$ cat src/rtl/strb_pkg.sv
package strb_pkg;

  typedef enum logic [1:0] {
    CYC_IDLE      = 2'd0,
    CYC_FETCH_INT = 2'd1,
    CYC_FETCH_EXT = 2'd2,
    CYC_XDATA     = 2'd3
  } cyc_kind_e;

  typedef struct packed {
    cyc_kind_e kind;
    logic      x2;
    logic      ale_off;
    logic      ext;
  } cyc_ctrl_t;

endpackage

$ cat src/rtl/strb_phase.sv
module strb_phase #(
  parameter int SLOT_STD = 6,
  parameter int SLOT_X2  = 3
) (
  input  logic                          clk,
  input  logic                          rst_n,
  input  logic                          x2_cur,
  output logic [$clog2(SLOT_STD)-1:0]   pos,
  output logic                          slot,
  output logic                          boundary,
  output logic                          run
);
  localparam int PW = $clog2(SLOT_STD);
  localparam logic [PW-1:0] LAST_STD = PW'(SLOT_STD - 1);
  localparam logic [PW-1:0] LAST_X2  = PW'(SLOT_X2 - 1);

  logic [PW-1:0] last;

  always_comb begin
    last     = x2_cur ? LAST_X2 : LAST_STD;
    boundary = slot && (pos == last);
  end

  // Reset parks the counter on the last position of slot 1, so the first
  // edge after release is a machine-cycle boundary.
  always_ff @(posedge clk or negedge rst_n) begin
    if (!rst_n) begin
      pos  <= LAST_STD;
      slot <= 1'b1;
      run  <= 1'b0;
    end else begin
      run <= 1'b1;
      if (pos == last) begin
        pos  <= '0;
        slot <= ~slot;
      end else begin
        pos <= pos + 1'b1;
      end
    end
  end
endmodule

$ cat src/rtl/strb_cycle.sv
module strb_cycle
  import strb_pkg::*;
#(
  parameter int              PC_W      = 16,
  parameter logic [PC_W-1:0] INT_LIMIT = 'h1FFF
) (
  input  logic            clk,
  input  logic            rst_n,
  input  logic            boundary,
  input  logic            x2_mode,
  input  logic            ale_off,
  input  logic            ea,
  input  logic [PC_W-1:0] pc,
  input  logic            fetch_req,
  input  logic            xdata_req,
  output cyc_ctrl_t       ctrl
);
  logic      ext_sel;
  cyc_kind_e kind_nxt;

  always_comb begin
    ext_sel = !ea || (pc > INT_LIMIT);
    if (xdata_req)      kind_nxt = CYC_XDATA;
    else if (fetch_req) kind_nxt = ext_sel ? CYC_FETCH_EXT : CYC_FETCH_INT;
    else                kind_nxt = CYC_IDLE;
  end

  always_ff @(posedge clk or negedge rst_n) begin
    if (!rst_n) begin
      ctrl <= '{kind: CYC_IDLE, x2: 1'b0, ale_off: 1'b0, ext: 1'b0};
    end else if (boundary) begin
      ctrl <= '{kind: kind_nxt, x2: x2_mode, ale_off: ale_off, ext: ext_sel};
    end
  end
endmodule

$ cat src/rtl/strb_decode.sv
module strb_decode
  import strb_pkg::*;
#(
  parameter int SLOT_STD    = 6,
  parameter int ALE_W_STD   = 2,
  parameter int PSEN_ON_STD = 3,
  parameter int ALE_W_X2    = 1,
  parameter int PSEN_ON_X2  = 2
) (
  input  logic                        run,
  input  logic [$clog2(SLOT_STD)-1:0] pos,
  input  logic                        slot,
  input  cyc_ctrl_t                   ctrl,
  output logic                        ale,
  output logic                        psen_n
);
  localparam int PW = $clog2(SLOT_STD);
  localparam logic [PW-1:0] AW_STD = PW'(ALE_W_STD);
  localparam logic [PW-1:0] AW_X2  = PW'(ALE_W_X2);
  localparam logic [PW-1:0] PS_STD = PW'(PSEN_ON_STD);
  localparam logic [PW-1:0] PS_X2  = PW'(PSEN_ON_X2);

  logic [PW-1:0] ale_w;
  logic [PW-1:0] psen_on;
  logic          ale_slot;

  always_comb begin
    ale_w   = ctrl.x2 ? AW_X2 : AW_STD;
    psen_on = ctrl.x2 ? PS_X2 : PS_STD;
    case (ctrl.kind)
      CYC_XDATA:     ale_slot = !slot;
      CYC_FETCH_EXT: ale_slot = 1'b1;
      default:       ale_slot = !ctrl.ale_off;
    endcase
    ale    = run && ale_slot && (pos < ale_w);
    psen_n = !(run && (ctrl.kind == CYC_FETCH_EXT) && (pos >= psen_on));
  end
endmodule

$ cat src/rtl/strb_gen.sv
module strb_gen
  import strb_pkg::*;
#(
  parameter int              PC_W      = 16,
  parameter logic [PC_W-1:0] INT_LIMIT = 'h1FFF,
  parameter int              SLOT_STD  = 6,
  parameter int              SLOT_X2   = 3
) (
  input  logic            clk,
  input  logic            rst_n,
  input  logic            x2_mode,
  input  logic            ale_off,
  input  logic            ea,
  input  logic [PC_W-1:0] pc,
  input  logic            fetch_req,
  input  logic            xdata_req,
  output logic            ale,
  output logic            psen_n,
  output logic            code_ext
);
  localparam int PW = $clog2(SLOT_STD);

  cyc_ctrl_t     ctrl;
  logic [PW-1:0] pos;
  logic          slot;
  logic          boundary;
  logic          run;
  logic          mc_x2;
  logic          mc_xdata;

  assign mc_x2    = ctrl.x2;
  assign mc_xdata = (ctrl.kind == CYC_XDATA);
  assign code_ext = ctrl.ext;

  strb_phase #(.SLOT_STD(SLOT_STD), .SLOT_X2(SLOT_X2)) u_phase (
    .clk(clk), .rst_n(rst_n), .x2_cur(mc_x2),
    .pos(pos), .slot(slot), .boundary(boundary), .run(run)
  );

  strb_cycle #(.PC_W(PC_W), .INT_LIMIT(INT_LIMIT)) u_cycle (
    .clk(clk), .rst_n(rst_n), .boundary(boundary),
    .x2_mode(x2_mode), .ale_off(ale_off), .ea(ea), .pc(pc),
    .fetch_req(fetch_req), .xdata_req(xdata_req), .ctrl(ctrl)
  );

  strb_decode #(.SLOT_STD(SLOT_STD)) u_decode (
    .run(run), .pos(pos), .slot(slot), .ctrl(ctrl),
    .ale(ale), .psen_n(psen_n)
  );
endmodule

$ cat config.mk
export PLATFORM = sky130hd
export DESIGN_NAME = strb_gen
export DESIGN_NICKNAME = d
export VERILOG_FILES = /design/src/rtl/strb_pkg.sv /design/src/rtl/strb_phase.sv /design/src/rtl/strb_cycle.sv /design/src/rtl/strb_decode.sv /design/src/rtl/strb_gen.sv
export SDC_FILE = /design/constraint.sdc
export NUM_CORES = 1
export LEC_CHECK = 0
export ABC_AREA = 1
export BUFFER_PORTS_ARGS = -buffer_cell sky130_fd_sc_hd__buf_4
export CORE_AREA = 5 5 42 44
export DETAILED_ROUTE_END_ITERATION = 10
export DIE_AREA = 0 0 47 49
export PLACE_DENSITY = 0.82
export SYNTH_ARGS = -nofsm -noshare
export SYNTH_HDL_FRONTEND = slang
export SYNTH_SLANG_ARGS = --single-unit
$ cat constraint.sdc
create_clock -name clk -period 2.9 [get_ports clk]
set_input_delay 0.29 -clock clk [delete_from_list [all_inputs] [get_ports clk]]
set_output_delay 0.29 -clock clk [all_outputs]
set_load 0.05 [all_outputs]
**Yosys cells after proc, flatten, opt, wreduce, memory -nomap -nowiden**

Index checks and enable logic that the tools add are counted.

- Bits in registers: 10
- Word-level logic and storage cells: 33
- Memory bits (read-only): 0
- Memory bits (writable): 0
- Latch bits: 0
- Input port bits: 23
- Memories: 0

- Reductions and logical operators: 10
- Muxes and demuxes: 8
- Magnitude comparators: 3
- Shift-type cells: 0
- $mul: 0
- Equality and inequality tests: 3
- Add/subtract/negate cells: 1
- Bitwise logic cells: 1
- Div/mod/pow operators: 0

Operators with widths:

| operator | count |
|---|---|
| 16-bit by 13-bit greater-than comparator with 1-bit output, second input constant | 1 |
| 2-bit 2-to-1 mux | 4 |
| 3-bit 2-to-1 mux | 2 |
| 1-bit logical AND | 5 |
| 2-bit equality test, second input constant | 2 |
| 1-bit logical NOT | 4 |
| 3-bit by 1-bit adder with 3-bit output, second input constant | 1 |
| 3-bit equality test | 1 |
| 3-bit >= comparator | 1 |
| 3-bit < comparator | 1 |
| 1-bit case mux with 2 select lines | 1 |
| 1-bit logical OR | 1 |
| 1-bit 2-to-1 mux | 1 |
| 1-bit NOT | 1 |

**Longest topological paths before layout**

Gate-level depths: netlist of run 1.

- Word-level depth: 5
- Gate-level depth with buffers: 8
- Gate-level depth less buffers: 8

**By module**

A second synthesis of run 1 with hierarchy kept.

- Cell total of the unflattened synthesis: 82
- Area, all modules: 605.6 sq um

Modules (own cells, without submodules):

| module | cells each | seq. area each (sq um) | instances | area an instance (sq um) |
|---|---|---|---|---|
| strb_phase | 32 | 128.9 | 1 | 265.3 |
| strb_cycle | 29 | 125.1 | 1 | 220.2 |
| strb_decode | 21 | 0.0 | 1 | 120.1 |

**Least setup slack after synthesis of run 1**

No wires, ideal clock.

- Path kind: register -> output
- From: reg u_cycle.ctrl[2] (netlist name)
- To: out ale
- Stages on the path, launching flop included: 5
- Required time: 2.610 ns
- Buffers on the path: 0
- Path slack: 1.070 ns
- Data arrival time: 1.540 ns
- Path through: dfrtp_1 > ha_1 > nand2_1 > nand3b_1 > nor2_1

- Longest elaborated chain between the ends: 3

Ends and longest elaborated chain:

| what | RTL line | text |
|---|---|---|
| 2-bit 2-to-1 mux | strb_decode.sv:28 | `ale_w = ctrl.x2 ? AW_X2 : AW_STD;` |
| 3-bit < comparator | strb_decode.sv:35 | `ale = run && ale_slot && (pos < ale_w);` |
| 1-bit logical AND | strb_decode.sv:35 |  |
| end: declaration | strb_gen.sv:17 | `output logic ale,` |

No other way between the ends.

**Final worst setup path of run 1**

- From: reg u_phase.pos[0]
- To: out psen_n

- Longest elaborated chain between the ends: 3

Ends and longest elaborated chain:

| what | RTL line | text |
|---|---|---|
| start: declaration | strb_phase.sv:8 | `output logic [$clog2(SLOT_STD)-1:0] pos,` |
| start signal: assignment | strb_phase.sv:37 | `pos <= pos + 1'b1;` |
| 3-bit >= comparator | strb_decode.sv:36 | `psen_n = !(run && (ctrl.kind == CYC_FETCH_EXT) && (pos >= psen_on));` |
| 1-bit logical AND | strb_decode.sv:36 |  |
| 1-bit logical NOT | strb_decode.sv:36 |  |
| end: declaration | strb_gen.sv:18 | `output logic psen_n,` |

No other way between the ends.

==> results of run 1 <==
[cell type report]
type	instances	area share, %
multi-input cells	49	38.3
flip-flops and latches	10	35.2
repair buffers	13	13.9
inverters	12	6.24
clock buffers	4	3.64
well taps	16	2.77
[routing by layer]
metal / part of all wire, % / track usage, %
met1: 44 / 13.6
met2: 45 / 14.7
met3: 7.8 / 2.95
met4: 2.8 / 8.29
met5: 0 / 0
[cell families (layout without fill, tap and decap cells)]
group | after synthesis | after routing | synth area share, %
other cells | 1 | 1 | 0.652
simple gates | 42 | 42 | 35.7
xor+xnor | 2 | 2 | 3.04
fa+ha+maj | 4 | 4 | 8.70
flops | 10 | 10 | 44.1
buf+inv | 12 | 29 | 7.83
[state kept, by name (all words and copies together) (netlist names)]
register,flops
u_cycle.ctrl,5
u_phase.pos,3
u_phase.run,1
u_phase.slot,1
[worst max-delay path by stage]
stage	startpoint	to	slack, ns
2_1_floorplan	u_cycle.ctrl[2]	ale	1.07
3_3_place_gp	u_phase.pos[0]	psen_n	1.24
3_5_place_dp	u_phase.pos[0]	psen_n	1.22
4_1_cts	u_phase.pos[0]	psen_n	0.94
5_1_grt	u_phase.pos[0]	psen_n	0.81
6_report	u_phase.pos[0]	psen_n	0.95
[cell usage after synthesis (all sizes together)]
cell type | instances | area [µm²]
conb | 1 | 3.75
dfstp | 3 | 78.8
nor2 | 6 | 37.5
dfrtp | 7 | 175
nand2 | 29 | 116
nand3b | 1 | 7.51
ha | 4 | 50.1
xor2 | 2 | 17.5
inv | 12 | 45.1
nand4 | 1 | 6.26
nand3 | 5 | 37.5
[per-stage QoR]
stage          hold WS [ns]  instance area, µm²  util (%)  power [mW]
2_1_floorplan      -0.00559                 576         -       0.644
3_3_place_gp          0.120                 686      48.9       0.727
3_5_place_dp          0.124                 686      48.9       0.744
4_1_cts               0.215                 722      51.5       0.848
5_1_grt               0.218                 722      51.5       0.922
6_report              0.222                 722      51.5       0.834
[worst reg2reg max path, cell delays in order (launching register included)]
cell	delay (ns)
sky130_fd_sc_hd__dfstp_2	0.53
sky130_fd_sc_hd__inv_1	0.06
sky130_fd_sc_hd__ha_1	0.27
sky130_fd_sc_hd__inv_1	0.06
sky130_fd_sc_hd__nor2_4	0.11
sky130_fd_sc_hd__nand4_1	0.21
sky130_fd_sc_hd__nand2_1	0.12
sky130_fd_sc_hd__nand2_1	0.06
[power by group through the flow]
stage / logic (mW) / clock network, mW / registers [mW]
after detailed placement: 0.462 / 0 / 0.282
after CTS: 0.467 / 0.101 / 0.281
after global placement: 0.450 / 0 / 0.278
after global routing: 0.525 / 0.109 / 0.288
final: 0.456 / 0.0972 / 0.281
after floorplan: 0.351 / 0 / 0.293
[cell usage in the layout, fill, tap and decap left out, drive strengths merged]
cell	n
dfstp	3
nor2	6
xor2	2
dfrtp	7
clkbuf	4
inv	12
conb	1
buf	12
nand3b	1
nand2	29
ha	4
nand4	1
nand3	5
dlygate4sd3	1
[timing repair]
action / CTS / global route
setup endpoints to repair: 0 / 0
endpoints found under the hold margin: 7 / 0
hold buffers: 1 / 0
==> results.md, run 1 <==
* Final number of max-transition violations at 0
* Crit path top cell by count: sky130_fd_sc_hd__nand2_1
* Setup Slack @ Placement at 1.22 ns
* Post-cts sizing count at 0
* Number of storage elements in the synthesis netlist at 10
* DR WL/cell at 9.35 µm
* Final period utilization at 67.1%
* Switch share at 46.4%
* Synthesized Nets at 98
* Initial Util at 41.1%
* Post-route setup slack at 0.954 ns
* Standard cell with the maximum stage delay on the critical path: sky130_fd_sc_hd__dfstp_2
* P_leak at 0.402 nW
* Number of cells produced by synthesis at 71
* Full die area at 2300 µm²
* Avg Synthesized Cell Area at 8.11 µm²
* Height of the die at 49 µm
* Yosys warning total at 0
* RD Place Congestion at 0.725
* Total routed wirelength at 972 µm
* Area of the multi-input gates at 277 µm²
* Skew final at 0.00326 ns
* Total number of cells along the worst setup path at 8
* H-tree levels at 1
* Number of distinct standard cells referenced by the synthesized netlist at 15
* Mapped Area at 576 µm²
* Core footprint at 1400 µm²
* Routed vias/inst at 4.52
* Number of buffers on the longest clock path at 2
* Number of I/O pins at 26
* Number of endpoints with negative hold slack in the final report at 0
* Hold EP: u_cycle.ctrl[1]
* Total number of nets in the final design at 116
* Count of non-filler cells in the finished layout at 104
* Number of instances on the worst hold path at 3
* Area taken by flip-flops and latches at 254 µm²
* Fill count at 149
* Critical Path End Type: primary output
* Power per cell area at 1160 nW/µm²
* Die width at 47 µm
* Maximum number of pins on one net before global-route repair at 11
* Peak fanout along the critical path at 3
* Sequential-to-total area share from yosys stat at 44.1%
* Seq pwr share at 33.7%
* Number of antenna-violating nets in the routed design at 0
* Setup violators final at 0
* Worst setup SP type: flop
* Class of the tightest hold or removal check: input port to flop
* Internal Pwr Total at 0.447 mW
* Count of input and output buffers at 12
* Post-placement cell count at 99
* Clock tree from TritonCTS: yes
* Via count of the first global-routing pass at 446
* R2R depth at 7
* GRT overflow at 0
* CTS Root Buffer Type: sky130_fd_sc_hd__clkbuf_4
* Wire length of the first global-routing pass at 1780 µm
* R2R Path End: u_cycle.ctrl[0]
* Reported net switching power at 0.387 mW
* Via Count at 470
* Top cell family by delay on the critical path: flip-flops
* DRC violations left at 0
* RSZ-0062 raised after global routing: false
* Maximum clock frequency at 514 MHz
* Detail Placement HPWL at 811 µm
* Crit path DAT at 1.66 ns
* Required time of the critical path at 2.61 ns
* Clock share of power at 11.6%
* Number of buffers created by CTS at 3
* Maximum vdd ir drop at 0.000596 V
* Setup Fix Bufs, Post-CTS at 0
* Area growth from synthesis to final layout at 25.4%
* Antenna diode count at 0
* Drt first pass iters at 4
* Source of the worst register-to-register timing path: u_phase.pos[0]
* Portion of total power attributed to combinational logic at 54.7%
* Crit path buffers/inverters at 3
* Later-pin clock latency in the skew report at 0.26 ns
* Proportion of layout cells with a drive suffix above 1 at 27.3%
* Longest individual stage delay on the worst path at 0.53 ns
* Flop-to-flop setup slack at 1.38 ns
* Hold Path Origin: ale_off
* Total routing usage reported by global routing at 10.7%
* Ordered list of cells on the worst path: inv_1 > ha_1 > inv_1 > nand2_1 > nand2_1 > nand2_1 > nand3_1 > buf_4
* Post-CTS clock slew at the launch and capture registers of the worst setup and hold paths at 0.06 ns
* Reported max-cap violation count at 0
* Post-layout min period at 1.95 ns
* Total clock sinks at 10
* Row count at 14
* Kind of critical path: flop to primary output
* Antenna violations before repair at 0
* Run status: finished, final reports clean
* DRT iter0 DRCs at 1
* Setup TNS Final at 0 ns
No activity file was read; power rests on OpenSTA's default activity.
==> run 2, diff against run 1 <==
- CORE_AREA: 5 5 42 44 -> default
- CORE_MARGIN: default -> 5
- CORE_UTILIZATION: default -> 40
- DIE_AREA: 0 0 47 49 -> default
- PLACE_DENSITY: 0.82 -> 0.8
- clock period: 2.9 -> 1.6 ns (I/O delays scaled with it)
==> run 2 against run 1 <==
- the run now ends with negative setup slack left
- worst hold slack lost 0.13 ns
- non-clock buffer count is 4 higher
- combinational power rose by 130%
- largest cell class unchanged
- highest routed layer unchanged
==> results.md, run 2 (synthesis results as in run 1) <==
* Number of instances on the worst hold path at 3
* Power per cell area at 2240 nW/µm²
* Reported net switching power at 0.796 mW
* Peak fanout along the critical path at 3
* Post-route setup slack at -0.0929 ns
* Seq pwr share at 28.8%
* RSZ-0062 raised after global routing: true
* Internal Pwr Total at 0.972 mW
* Total routed wirelength at 1170 µm
* Post-layout min period at 1.69 ns
* Via Count at 496
* Skew final at 0.00700 ns
* Reported max-cap violation count at 0
* Standard cell with the maximum stage delay on the critical path: sky130_fd_sc_hd__dfstp_2
* RD Place Congestion at 0.763
* Required time of the critical path at 1.44 ns
* Number of antenna-violating nets in the routed design at 0
* Setup Slack @ Placement at 0.0215 ns
* Highest-count cells in the layout ignoring fill and taps: 28 x sky130_fd_sc_hd__nand2_1, 14 x sky130_fd_sc_hd__buf_4, 8 x sky130_fd_sc_hd__inv_1
* R2R Path End: u_cycle.ctrl[4]
* Via count of the first global-routing pass at 481
* Switch share at 45.0%
* H-tree levels at 1
* Routed vias/inst at 4.64
* Final number of max-transition violations at 0
* Util after Layout at 59.3%
* Post-placement cell count at 98
* Flip-flop count of the largest register after layout at 5
* Number of buffers on the longest clock path at 2
* Kind of critical path: flop to primary output
* Commonest non-fill, non-tap cell in the layout: sky130_fd_sc_hd__nand2_1
* Maximum vdd ir drop at 0.00100 V
* Maximum clock frequency at 591 MHz
* Core footprint at 1330 µm²
* Total clock sinks at 10
* Source of the worst register-to-register timing path: u_phase.pos[0]
* Register containing the most flip-flops in the final layout: u_cycle.ctrl
* Hold EP: u_cycle.ctrl[2]
* Critical Path End Type: primary output
* Number of endpoints with negative hold slack in the final report at 0
* Area growth from synthesis to final layout at 37.4%
* Total number of nets in the final design at 120
* Total routing usage reported by global routing at 12.6%
* Crit path DAT at 1.53 ns
* Later-pin clock latency in the skew report at 0.27 ns
* Row count at 13
* Proportion of layout cells with a drive suffix above 1 at 37.0%
* Cell area after placement at 692 µm²
* Crit path buffers/inverters at 3
* Number of I/O pins at 26
* Longest individual stage delay on the worst path at 0.56 ns
* Run status: finished with violations
* Number of buffers created by CTS at 3
* Wire length of the first global-routing pass at 1930 µm
* Flop-to-flop setup slack at -0.05 ns
* Portion of total power attributed to combinational logic at 58.2%
* Hold Path Origin: x2_mode
* Count of non-filler cells in the finished layout at 107
* Final period utilization at 106%
* DR WL/cell at 11.0 µm
* Detail Placement HPWL at 875 µm
* Biggest regs: u_cycle.ctrl x5, u_phase.pos x3
* Class of the tightest hold or removal check: input port to flop
* Final standard cell area without fillers at 791 µm²
* R2R depth at 8
* Setup violators final at 7
* DRC violations left at 0
* Antenna diode count at 0
* Clock share of power at 13.0%
* Violated checks: negative setup slack
* Count of input and output buffers at 12
* Drt first pass iters at 4
* Maximum number of pins on one net before global-route repair at 11
* Die width at 47.9 µm
* Antenna violations before repair at 0
* Height of the die at 47.9 µm
* P_leak at 0.429 nW
* Crit path top cell by count: sky130_fd_sc_hd__nand2_1
* CTS Root Buffer Type: sky130_fd_sc_hd__clkbuf_4
* Post-CTS clock slew at the launch and capture registers of the worst setup and hold paths at 0.06 ns
* Total number of cells along the worst setup path at 8
* GRT overflow at 0
* Ordered list of cells on the worst path: inv_4 > ha_4 > inv_2 > nand2_1 > nand2_1 > nand2_1 > nand3_2 > buf_6
* Power, Total at 1.77 mW
* Worst setup SP type: flop
* Full die area at 2300 µm²
* Clock tree from TritonCTS: yes
* Initial Util at 43.2%
* DRT iter0 DRCs at 8
* Top cell family by delay on the critical path: flip-flops
* Fill count at 125
[run 2: layout make-up]
type | instances | area, µm² | area share (%)
sequential | 10 | 254 | 32.1
tap | 15 | 18.8 | 2.37
clock buffer | 4 | 36.3 | 4.59
timing repair buffer | 17 | 138 | 17.4
inverter | 12 | 47.5 | 6.01
multi-input combinational | 49 | 297 | 37.5
[run 2: tightest hold or removal path: cells and delay by family]
kind | cells | cell delay [ns]
simple gates | 2 | 0.08
buf+inv | 1 | 0.07
[run 2: power groups by stage]
stage | clock [mW] | sequential [mW] | combinational (mW)
finish | 0.230 | 0.508 | 1.03
global route | 0.247 | 0.520 | 1.14
detailed placement | 0 | 0.507 | 0.874
CTS | 0.232 | 0.503 | 1.01
floorplan | 0 | 0.531 | 0.653
global placement | 0 | 0.503 | 0.834
[run 2: routing by layer]
layer / routed length [µm] / share of wire [%] / vias to the layer above / track usage (%)
li1: - / - / 256 / -
met1: 505 / 43 / 222 / 14.8
met2: 608 / 52 / 14 / 20.8
met3: 35 / 3.0 / 4 / 1.13
met4: 24 / 2.0 / 0 / 9.68
met5: 0 / 0 / - / 0
[run 2: worst max path at each step]
stage,end,start
6_report,psen_n,u_phase.pos[0]
5_1_grt,psen_n,u_phase.pos[0]
4_1_cts,psen_n,u_phase.pos[0]
3_5_place_dp,psen_n,u_phase.pos[0]
3_3_place_gp,psen_n,u_phase.pos[0]
2_1_floorplan,ale,u_cycle.ctrl[2]
[run 2: timing repair]
action,CTS,global route
setup endpoints to repair,2,7
setup buffers,3,1
gates resized for setup,5,1
pin swaps,1,4
hold endpoints to repair,10,0
hold buffers,1,0
[run 2: metrics by stage]
step / hold slack, ns / setup TNS [ns]
6_report: 0.0875 / -0.287
2_1_floorplan: -0.136 / 0
5_1_grt: 0.0796 / -0.921
3_3_place_gp: -0.00916 / 0
3_5_place_dp: -0.00677 / 0
4_1_cts: 0.0836 / -0.180
